$ cat config.mk
export PLATFORM = sky130hd
export DESIGN_NAME = smbus_reg_slave
export DESIGN_NICKNAME = d
export VERILOG_FILES = /design/src/rtl/smbus_slv_pkg.sv /design/src/rtl/smbus_slv_sync.sv /design/src/rtl/smbus_slv_engine.sv /design/src/rtl/smbus_reg_slave.sv
export SDC_FILE = /design/constraint.sdc
export NUM_CORES = 1
export LEC_CHECK = 0
export BUFFER_PORTS_ARGS = -buffer_cell sky130_fd_sc_hd__clkbuf_2
export CAP_MARGIN = 15
export CORE_MARGIN = 5
export CORE_UTILIZATION = 45
export DETAILED_ROUTE_END_ITERATION = 12
export GPL_TIMING_DRIVEN = 0
export PLACE_DENSITY = 0.68
export SYNTH_ARGS = -nofsm -noshare
export SYNTH_HDL_FRONTEND = slang
export SYNTH_SLANG_ARGS = --single-unit
$ cat constraint.sdc
create_clock -name clk -period 4.75 [get_ports clk]
set_input_delay 0.2375 -clock clk [delete_from_list [all_inputs] [get_ports clk]]
set_output_delay 0.2375 -clock clk [all_outputs]
set_load 0.005 [all_outputs]
$ cat src/rtl/smbus_slv_pkg.sv
package smbus_slv_pkg;

   localparam int BYTE_W = 8;

   typedef enum logic [3:0] {
      ST_IDLE,
      ST_ADDR,
      ST_ADDR_ACK,
      ST_CMD,
      ST_CMD_ACK,
      ST_WDATA,
      ST_WDATA_ACK,
      ST_RDATA,
      ST_RACK,
      ST_IGNORE
   } eng_state_e;

endpackage

$ cat src/rtl/smbus_slv_sync.sv
module smbus_slv_sync #(
   parameter int SYNC_STAGES = 2
) (
   input  logic clk,
   input  logic rst_n,
   input  logic scl_i,
   input  logic sda_i,
   output logic scl_s,
   output logic sda_s,
   output logic scl_rise,
   output logic scl_fall,
   output logic start_det,
   output logic stop_det
);

   localparam int LINES = 2;

   if (SYNC_STAGES < 2) begin : g_bad_stages
      $error("SYNC_STAGES must be at least 2");
   end

   logic [LINES-1:0] pins;
   logic [LINES-1:0] synced;
   logic             scl_q;
   logic             sda_q;

   assign pins = {scl_i, sda_i};

   for (genvar g = 0; g < LINES; g++) begin : g_line
      logic [SYNC_STAGES-1:0] chain;
      always_ff @(posedge clk or negedge rst_n) begin
         if (!rst_n) chain <= '1;
         else        chain <= {chain[SYNC_STAGES-2:0], pins[g]};
      end
      assign synced[g] = chain[SYNC_STAGES-1];
   end

   assign scl_s = synced[1];
   assign sda_s = synced[0];

   always_ff @(posedge clk or negedge rst_n) begin
      if (!rst_n) begin
         scl_q <= 1'b1;
         sda_q <= 1'b1;
      end else begin
         scl_q <= scl_s;
         sda_q <= sda_s;
      end
   end

   assign scl_rise  = scl_s & ~scl_q;
   assign scl_fall  = ~scl_s & scl_q;
   // SCL must be high in both cycles, so an SDA move that lands with the rise is data
   assign start_det = scl_s & scl_q & sda_q & ~sda_s;
   assign stop_det  = scl_s & scl_q & ~sda_q & sda_s;


   edge_excl_chk: assert property (@(posedge clk) disable iff (!rst_n)
      scl_rise |-> !(start_det || stop_det));

endmodule

$ cat src/rtl/smbus_slv_engine.sv
module smbus_slv_engine
   import smbus_slv_pkg::*;
#(
   parameter logic [6:0] DEV_ADDR = 7'h2C,
   parameter int         PTR_W    = 5
) (
   input  logic              clk,
   input  logic              rst_n,
   input  logic              scl_s,
   input  logic              sda_s,
   input  logic              scl_rise,
   input  logic              scl_fall,
   input  logic              start_det,
   input  logic              stop_det,
   input  logic [BYTE_W-1:0] rd_data,
   output logic              sda_pd,
   output logic              wr_en,
   output logic [PTR_W-1:0]  wr_addr,
   output logic [BYTE_W-1:0] wr_data,
   output logic [PTR_W-1:0]  ptr
);

   localparam int CNT_W = $clog2(BYTE_W + 1);
   localparam logic [CNT_W-1:0] LAST_BIT = CNT_W'(BYTE_W);

   if (PTR_W < 1 || PTR_W > BYTE_W) begin : g_bad_ptr
      $error("PTR_W must lie between 1 and 8");
   end

   eng_state_e        state;
   logic [CNT_W-1:0]  cnt;
   logic [BYTE_W-1:0] shreg;
   logic              rw;
   logic              mack_n;
   logic              rx_state;

   assign rx_state = (state == ST_ADDR) || (state == ST_CMD) || (state == ST_WDATA);

   always_ff @(posedge clk or negedge rst_n) begin
      if (!rst_n) begin
         state   <= ST_IDLE;
         cnt     <= '0;
         shreg   <= '0;
         ptr     <= '0;
         sda_pd  <= 1'b0;
         rw      <= 1'b0;
         mack_n  <= 1'b1;
         wr_en   <= 1'b0;
         wr_addr <= '0;
         wr_data <= '0;
      end else begin
         wr_en <= 1'b0;
         if (stop_det) begin
            state  <= ST_IDLE;
            ptr    <= '0;
            sda_pd <= 1'b0;
            cnt    <= '0;
         end else if (start_det) begin
            state  <= ST_ADDR;
            sda_pd <= 1'b0;
            cnt    <= '0;
         end else if (rx_state) begin
            if (scl_rise) begin
               shreg <= {shreg[BYTE_W-2:0], sda_s};
               cnt   <= cnt + 1'b1;
            end else if (scl_fall && cnt == LAST_BIT) begin
               cnt <= '0;
               unique case (state)
                  ST_ADDR: begin
                     if (shreg[BYTE_W-1:1] == DEV_ADDR) begin
                        rw     <= shreg[0];
                        sda_pd <= 1'b1;
                        state  <= ST_ADDR_ACK;
                     end else begin
                        state  <= ST_IGNORE;
                     end
                  end
                  ST_CMD: begin
                     ptr    <= shreg[PTR_W-1:0];
                     sda_pd <= 1'b1;
                     state  <= ST_CMD_ACK;
                  end
                  default: begin
                     wr_en   <= 1'b1;
                     wr_addr <= ptr;
                     wr_data <= shreg;
                     sda_pd  <= 1'b1;
                     state   <= ST_WDATA_ACK;
                  end
               endcase
            end
         end else begin
            unique case (state)
               ST_ADDR_ACK: if (scl_fall) begin
                  cnt <= '0;
                  if (rw) begin
                     shreg  <= rd_data;
                     sda_pd <= ~rd_data[BYTE_W-1];
                     state  <= ST_RDATA;
                  end else begin
                     sda_pd <= 1'b0;
                     state  <= ST_CMD;
                  end
               end
               ST_CMD_ACK: if (scl_fall) begin
                  sda_pd <= 1'b0;
                  state  <= ST_WDATA;
               end
               ST_WDATA_ACK: if (scl_fall) begin
                  sda_pd <= 1'b0;
                  state  <= ST_IGNORE;
               end
               ST_RDATA: begin
                  if (scl_rise) begin
                     cnt <= cnt + 1'b1;
                  end else if (scl_fall) begin
                     if (cnt == LAST_BIT) begin
                        sda_pd <= 1'b0;
                        cnt    <= '0;
                        state  <= ST_RACK;
                     end else begin
                        shreg  <= {shreg[BYTE_W-2:0], 1'b0};
                        sda_pd <= ~shreg[BYTE_W-2];
                     end
                  end
               end
               ST_RACK: begin
                  if (scl_rise) begin
                     mack_n <= sda_s;
                  end else if (scl_fall) begin
                     if (!mack_n) begin
                        shreg  <= rd_data;
                        sda_pd <= ~rd_data[BYTE_W-1];
                        cnt    <= '0;
                        state  <= ST_RDATA;
                     end else begin
                        state  <= ST_IGNORE;
                     end
                  end
               end
               default: ;
            endcase
         end
      end
   end


   ignore_quiet_chk: assert property (@(posedge clk) disable iff (!rst_n)
      (state == ST_IGNORE) |-> (!sda_pd && !wr_en));


   wr_single_chk: assert property (@(posedge clk) disable iff (!rst_n)
      wr_en |=> !wr_en);


   wr_after_data_chk: assert property (@(posedge clk) disable iff (!rst_n)
      wr_en |-> $past(state == ST_WDATA));


   ack_hold_chk: assert property (@(posedge clk) disable iff (!rst_n)
      (state == ST_ADDR_ACK || state == ST_CMD_ACK || state == ST_WDATA_ACK) |-> sda_pd);


   ptr_clear_chk: assert property (@(posedge clk) disable iff (!rst_n)
      stop_det |=> (ptr == '0));


   pd_scl_low_chk: assert property (@(posedge clk) disable iff (!rst_n)
      !$stable(sda_pd) |-> (!scl_s || $past(start_det || stop_det)));


   nack_release_chk: assert property (@(posedge clk) disable iff (!rst_n)
      (state == ST_RACK) |-> !sda_pd);

endmodule

$ cat src/rtl/smbus_reg_slave.sv
module smbus_reg_slave
   import smbus_slv_pkg::*;
#(
   parameter logic [6:0] DEV_ADDR    = 7'h2C,
   parameter int         PTR_W       = 5,
   parameter int         SYNC_STAGES = 2
) (
   input  logic              clk,
   input  logic              rst_n,
   input  logic              scl_i,
   input  logic              sda_i,
   output logic              sda_pd_o,
   output logic              wr_en_o,
   output logic [PTR_W-1:0]  wr_addr_o,
   output logic [7:0]        wr_data_o,
   output logic [PTR_W-1:0]  rd_addr_o,
   input  logic [7:0]        rd_data_i
);

   if (BYTE_W != 8) begin : g_bad_byte
      $error("byte width must be 8");
   end

   logic scl_s, sda_s, scl_rise, scl_fall, start_det, stop_det;

   smbus_slv_sync #(
      .SYNC_STAGES(SYNC_STAGES)
   ) i_sync (
      .clk       (clk),
      .rst_n     (rst_n),
      .scl_i     (scl_i),
      .sda_i     (sda_i),
      .scl_s     (scl_s),
      .sda_s     (sda_s),
      .scl_rise  (scl_rise),
      .scl_fall  (scl_fall),
      .start_det (start_det),
      .stop_det  (stop_det)
   );

   smbus_slv_engine #(
      .DEV_ADDR (DEV_ADDR),
      .PTR_W    (PTR_W)
   ) i_engine (
      .clk       (clk),
      .rst_n     (rst_n),
      .scl_s     (scl_s),
      .sda_s     (sda_s),
      .scl_rise  (scl_rise),
      .scl_fall  (scl_fall),
      .start_det (start_det),
      .stop_det  (stop_det),
      .rd_data   (rd_data_i),
      .sda_pd    (sda_pd_o),
      .wr_en     (wr_en_o),
      .wr_addr   (wr_addr_o),
      .wr_data   (wr_data_o),
      .ptr       (rd_addr_o)
   );

endmodule

; Word level (Yosys, flattened, before mapping)
; Cells that the tools add are included.
[op_classes]
add_sub_neg = 1
mul = 0
div_mod_pow = 0
n_lt_le_gt_ge = 0
eq_ne = 38
n_shift = 0
muxes = 71
bitwise = 18
n_reduce_logical = 20
[ops]
columns = operator, count
row1 = $mux W4, 27
row2 = $mux W8, 10
row3 = $ne A5 B1 Y1 const B, 7
row4 = $mux W5, 6
row5 = $pmux W8 S3, 1
row6 = $mux W1, 22
row7 = $reduce_and A11 Y1, 2
row8 = $pmux W4 S5, 1
row9 = $eq A4 B3 Y1 const B, 4
row10 = $ne A3 B1 Y1 const B, 4
row11 = $ne A4 B4 Y1 const B, 3
row12 = $ne A6 B1 Y1 const B, 2
row13 = $pmux W4 S3, 1
row14 = $reduce_and A12 Y1, 1
row15 = $not A1 Y1, 11
row16 = $ne A5 B3 Y1 const B, 2
row17 = $reduce_and A5 Y1, 2
row18 = $ne A3 B3 Y1 const B, 3
row19 = $eq A4 B2 Y1 const B, 2
row20 = $eq A4 B4 Y1 const B, 2
row21 = $pmux W4 S2, 1
row22 = $reduce_and A8 Y1, 1
row23 = $reduce_bool A8 Y1, 1
row24 = $and A1 B1 Y1, 7
row25 = 20 further kinds, 25
[word_totals]
reg_bits = 44
latchBits = 0
ramBits = 0
rom_bits = 0
inputBits = 12
out_inout_bits = 20
word_cells = 162
memories = 0

; Longest topological paths before layout
[logic_depth]
ltp_word = 8
mapped_depth = 8
mapped_depth_nobuf = 7

; By module
; A second synthesis with hierarchy kept.
[hier_totals]
hier_cells = 209
hier_area_um2 = 2252.2
[by_module_without_submodules]
columns = module, n_inst, cells_per_inst, area_per_inst_um2, seq_area_each_um2
row1 = smbus_slv_engine, 1, 199, 2062.0, 952.2
row2 = smbus_slv_sync, 1, 10, 190.2, 157.7

; Worst setup path after synthesis
; OpenSTA, ideal clock, no wires.
[synth_timing]
kind = register to register
from = register i_sync.scl_q
to = register i_engine.wr_addr[0]
setup_ns = 0.125
t_arrival_ns = 2.108
t_required_ns = 4.625
setup_slack_ns = 2.518
stages_incl_launch_ff = 8
n_path_buf = 2
synth_period_minus_slack_ns = 2.232
path_cell_list = dfstp_2 inv_1 ha_1 clkbuf_1 nor3b_1 nand4_1 buf_2 mux2_2
[synth_between]
elab_chain_len = 5
word_cells_on_any_way = 13
cone_classes = bitwise: 11 / reduce/logical: 2
[synth_rtl]
columns = element, line
row1 = start: declaration, smbus_slv_sync.sv:24  ; logic scl_q;
row2 = start signal: assignment, smbus_slv_sync.sv:46  ; scl_q <= scl_s;
row3 = $and A1 B1 Y1, "smbus_slv_sync.sv:54, smbus_slv_sync.sv:55"
row4 = $and A1 B1 Y1 (on tied branches) (2 in series), "smbus_slv_sync.sv:54, smbus_slv_sync.sv:55"
row5 = $not A1 Y1 (no line), n/a
row6 = $reduce_and A6 Y1 (no line) *, n/a
row7 = end signal: assignment, smbus_slv_engine.sv:85  ; wr_addr <= ptr;
row8 = end: declaration, smbus_slv_engine.sv:18  ; output logic [PTR_W-1:0] wr_addr,
; Mark *: on every way between the ends. The rest lies on a longest branch, timed or not.
; A chain may end at the register's enable or synchronous reset.

; Final worst setup path
; Ends and elaborated chain as after synthesis.

==> impl_metrics.py <==
metrics = {
    "outcome": {
        "status": "completed",
    },
    "hold_path": {
        "min-delay-start": "sda_i",
        "hp-class": "primary input to flip-flop",
    },
    "clocking": {
        "cts_resized": 0,
        "clockBufferDepth": 2,
        "post-cts-setup-buffers": 0,
        "htreeDepth": 2,
        "cts-root-buf": "clkbuf_8",
        "cts_tree": "yes",
        "clk-insertion-delay-late_ns": 0.29,
        "clk_pin_slew_worst_paths_ns": 0.08,
        "clock-sinks": 44,
        "cts_buffers": 5,
    },
    "grt": {
        "grt_first_pass_wirelength_mm": 8.91,
        "track_usage_pct": 17.3,
        "grt_max_degree": 45,
        "grt_overflow": 0,
        "grt_pass1_vias": 1849,
        "antenna_found_initial": 0,
    },
    "power_and_ir_drop": {
        "switching_power_mw": 0.547,
        "powerDensity_nw_per_um2": 503,
        "power_frac_clock_pct": 16.7,
        "p_seq_share_pct": 37.6,
        "power.internal_mw": 0.828,
        "combinationalPowerShare_pct": 45.7,
        "power_switching_share_pct": 39.8,
        "peakVddDrop_uv": 250,
        "leakage_nw": 1.29,
    },
    "placement": {
        "hpwl_mm": 3.76,
        "placed_cell_area_um2": 2620,
        "io_buffers": 31,
        "gp_congestion": 0.876,
    },
    "floorplan": {
        "fp.dieW_um": 82.7,
        "dieArea_um2": 6830,
        "start_util_pct": 46.5,
        "core_area_um2": 5110,
        "die_y_um": 82.7,
        "io_pins": 32,
        "rows": 26,
    },
    "cells_and_area": {
        "nFillCells": 477,
        "mostFrequentLayoutCells": "dfrtp_1, nand2_1, clkbuf_2",
        "area_delta_synth_final_pct": 15.1,
        "layout.cells.most_common": "dfrtp_1",
        "fin_nets": 287,
        "final_area_um2": 2730,
        "antenna_cells": 0,
        "drive_gt1_share_pct": 30.6,
    },
    "yosys": {
        "syn-num-nets": 247,
        "postSynthCellCount": 230,
        "netlist_area_um2": 2380,
        "synth.area.top_cells": "dfrtp_1, mux2_2, dfstp_2",
        "yosys_warnings": 0,
        "synth_cell_type_count": 59,
        "synth.avg_cell_area_um2": 10.3,
        "synth_edf_count": 0,
        "ys_ff_latch": 44,
        "synth-seq-area-share_pct": 46.7,
        "synth_top_area_share_pct": 39.0,
        "yosys.area.top_type": "dfrtp_1",
        "synth-async-reset-ratio_pct": 100,
        "synthFlopType": "dfrtp_1",
    },
    "worst_setup_path": {
        "timing.rr.start": "i_sync.scl_q",
        "critPathLaunchType": "flip-flop",
        "critPathLaunch": "i_sync.scl_q",
        "worstPathArrival_ns": 2.90,
        "critPathRequiredTime_ns": 4.93,
        "worstPathMaxFanout": 10,
        "critPathKind": "flip-flop to flip-flop",
        "critPathCaptureType": "flip-flop",
    },
    "sta": {
        "fmax_mhz": 367,
        "fin_crit_ns": 2.72,
        "fin_skew_ns": 0.00910,
        "worst_pin_slew_ns": 0.660,
        "slew_viol_final": 0,
        "finalHoldViolCount": 0,
        "fin_setup_tns_ns": 0,
        "rsz0062_at_grt": "false",
        "slew_headroom_pct": 55.6,
        "fin_crit_sh_pct": 57.3,
        "setup_viol": 0,
    },
    "route": {
        "drt_iter0_markers": 157,
        "wl_per_cell_um": 15.4,
        "drtAntennaViolNets": 0,
        "dr.pass1.iters": 4,
        "wirelength_mm": 5.25,
        "post_drt_via_cell_ratio": 5.53,
        "remaining_drc_errors": 0,
        "vias": 1886,
    },
    "flow_run": {
        "cap_violations": 0,
    },
}
==> Yosys cell counts, types with 4 or more instances <==
master / number
dfrtp_1: 37
nand2_1: 31
mux2_2: 23
nor2_1: 19
inv_1: 10
clkbuf_1: 8
a21oi_1: 7
dfstp_2: 7
mux2i_1: 6
ha_1: 5
buf_2: 4
nand3_1: 4
nor2b_1: 4
o21ai_0: 4
==> routing by layer <==
metal  GRT usage (%)  wire (um)
met1            23.5       2390
met2            26.7       2470
met3            5.10        338
met4            5.23         46
met5               0          0
==> cell type report <==
class                   instances  area (um^2)  area share (%)
clock buffers                   6         72.6            2.65
well taps                      70         87.6            3.20
clock inverters                 2         12.5           0.458
plain buffers                  13         61.3            2.24
inverters                      10         37.5            1.37
flip-flops and latches         44         1110            40.6
multi-input cells             163         1170            42.7
repair buffers                 33          185            6.77
==> kinds of logic (layout without fill, tap and decap cells) <==
logic type,after synthesis,count (layout),share of synthesized area (%)
AO/OA/AOI/OAI,45,45,15.0
XOR/XNOR,1,1,0.369
adder cells (fa/ha/maj),5,5,2.63
buffers and inverters,23,64,4.16
flip-flops,44,44,46.7
multiplexers,29,29,13.4
AND/OR/NAND/NOR,83,83,17.7
==> power groups by stage <==
stage	combinational, mW	clock (mW)	sequential, mW
after floorplan	0.497	0	0.498
after global placement	0.619	0	0.521
after detailed placement	0.618	0	0.523
after CTS	0.621	0.235	0.516
after global routing	0.688	0.257	0.527
final	0.629	0.229	0.517
==> state kept, by name (all words and copies together) (netlist names) <==
signal / flops
i_engine.sda_pd: 1
i_engine.cnt: 4
i_engine.rw: 1
i_sync.scl_q: 1
i_engine.mack_n: 1
i_engine.wr_addr: 5
i_sync.sda_q: 1
i_sync.g_line.chain: 4
i_engine.wr_en: 1
i_engine.state: 4
i_engine.wr_data: 8
i_engine.ptr: 5
i_engine.shreg: 8
==> worst max-delay path: stages, from the launching register on <==
cell	delay (ns)
dfstp_2	0.55
inv_1	0.04
ha_1	0.19
clkbuf_1	0.22
nor3b_1	0.56
nand4_1	0.43
buf_2	0.33
mux2_2	0.28
==> worst paths after layout <==
kind,slack [ns],end,depth (start not counted)
setup reg to reg,2.03,i_engine.wr_addr[0],7
setup / recovery,2.03,i_engine.wr_addr[0],7
hold / removal,0.03,i_sync.g_line[0].chain[0],1
min in group asynchronous,0.34,i_engine.sda_pd,2
hold reg to reg,0.36,i_sync.g_line[1].chain[1],0
max in group asynchronous,3.87,i_sync.scl_q,3
==> per-stage QoR <==
stage / std cells / setup slack [ns] / hold slack (ns) / power (mW) / utilization (%)
floorplan: 230 / 2.52 / -0.0581 / 0.995 / -
global placement: 331 / 2.03 / 0.326 / 1.14 / 51.3
detailed placement: 331 / 2.03 / 0.327 / 1.14 / 51.3
CTS: 339 / 2.03 / 0.0163 / 1.37 / 52.9
global route: 341 / 1.71 / 0.00310 / 1.47 / 53.5
finish: 341 / 2.03 / 0.0270 / 1.37 / 53.5
==> timing repair <==
action / in CTS / in global routing
endpoints found under the setup margin: 0 / 0
endpoints found under the hold margin: 0 / 8
hold buffers: 0 / 1
Note: power is estimated with default switching activity, not from simulation.
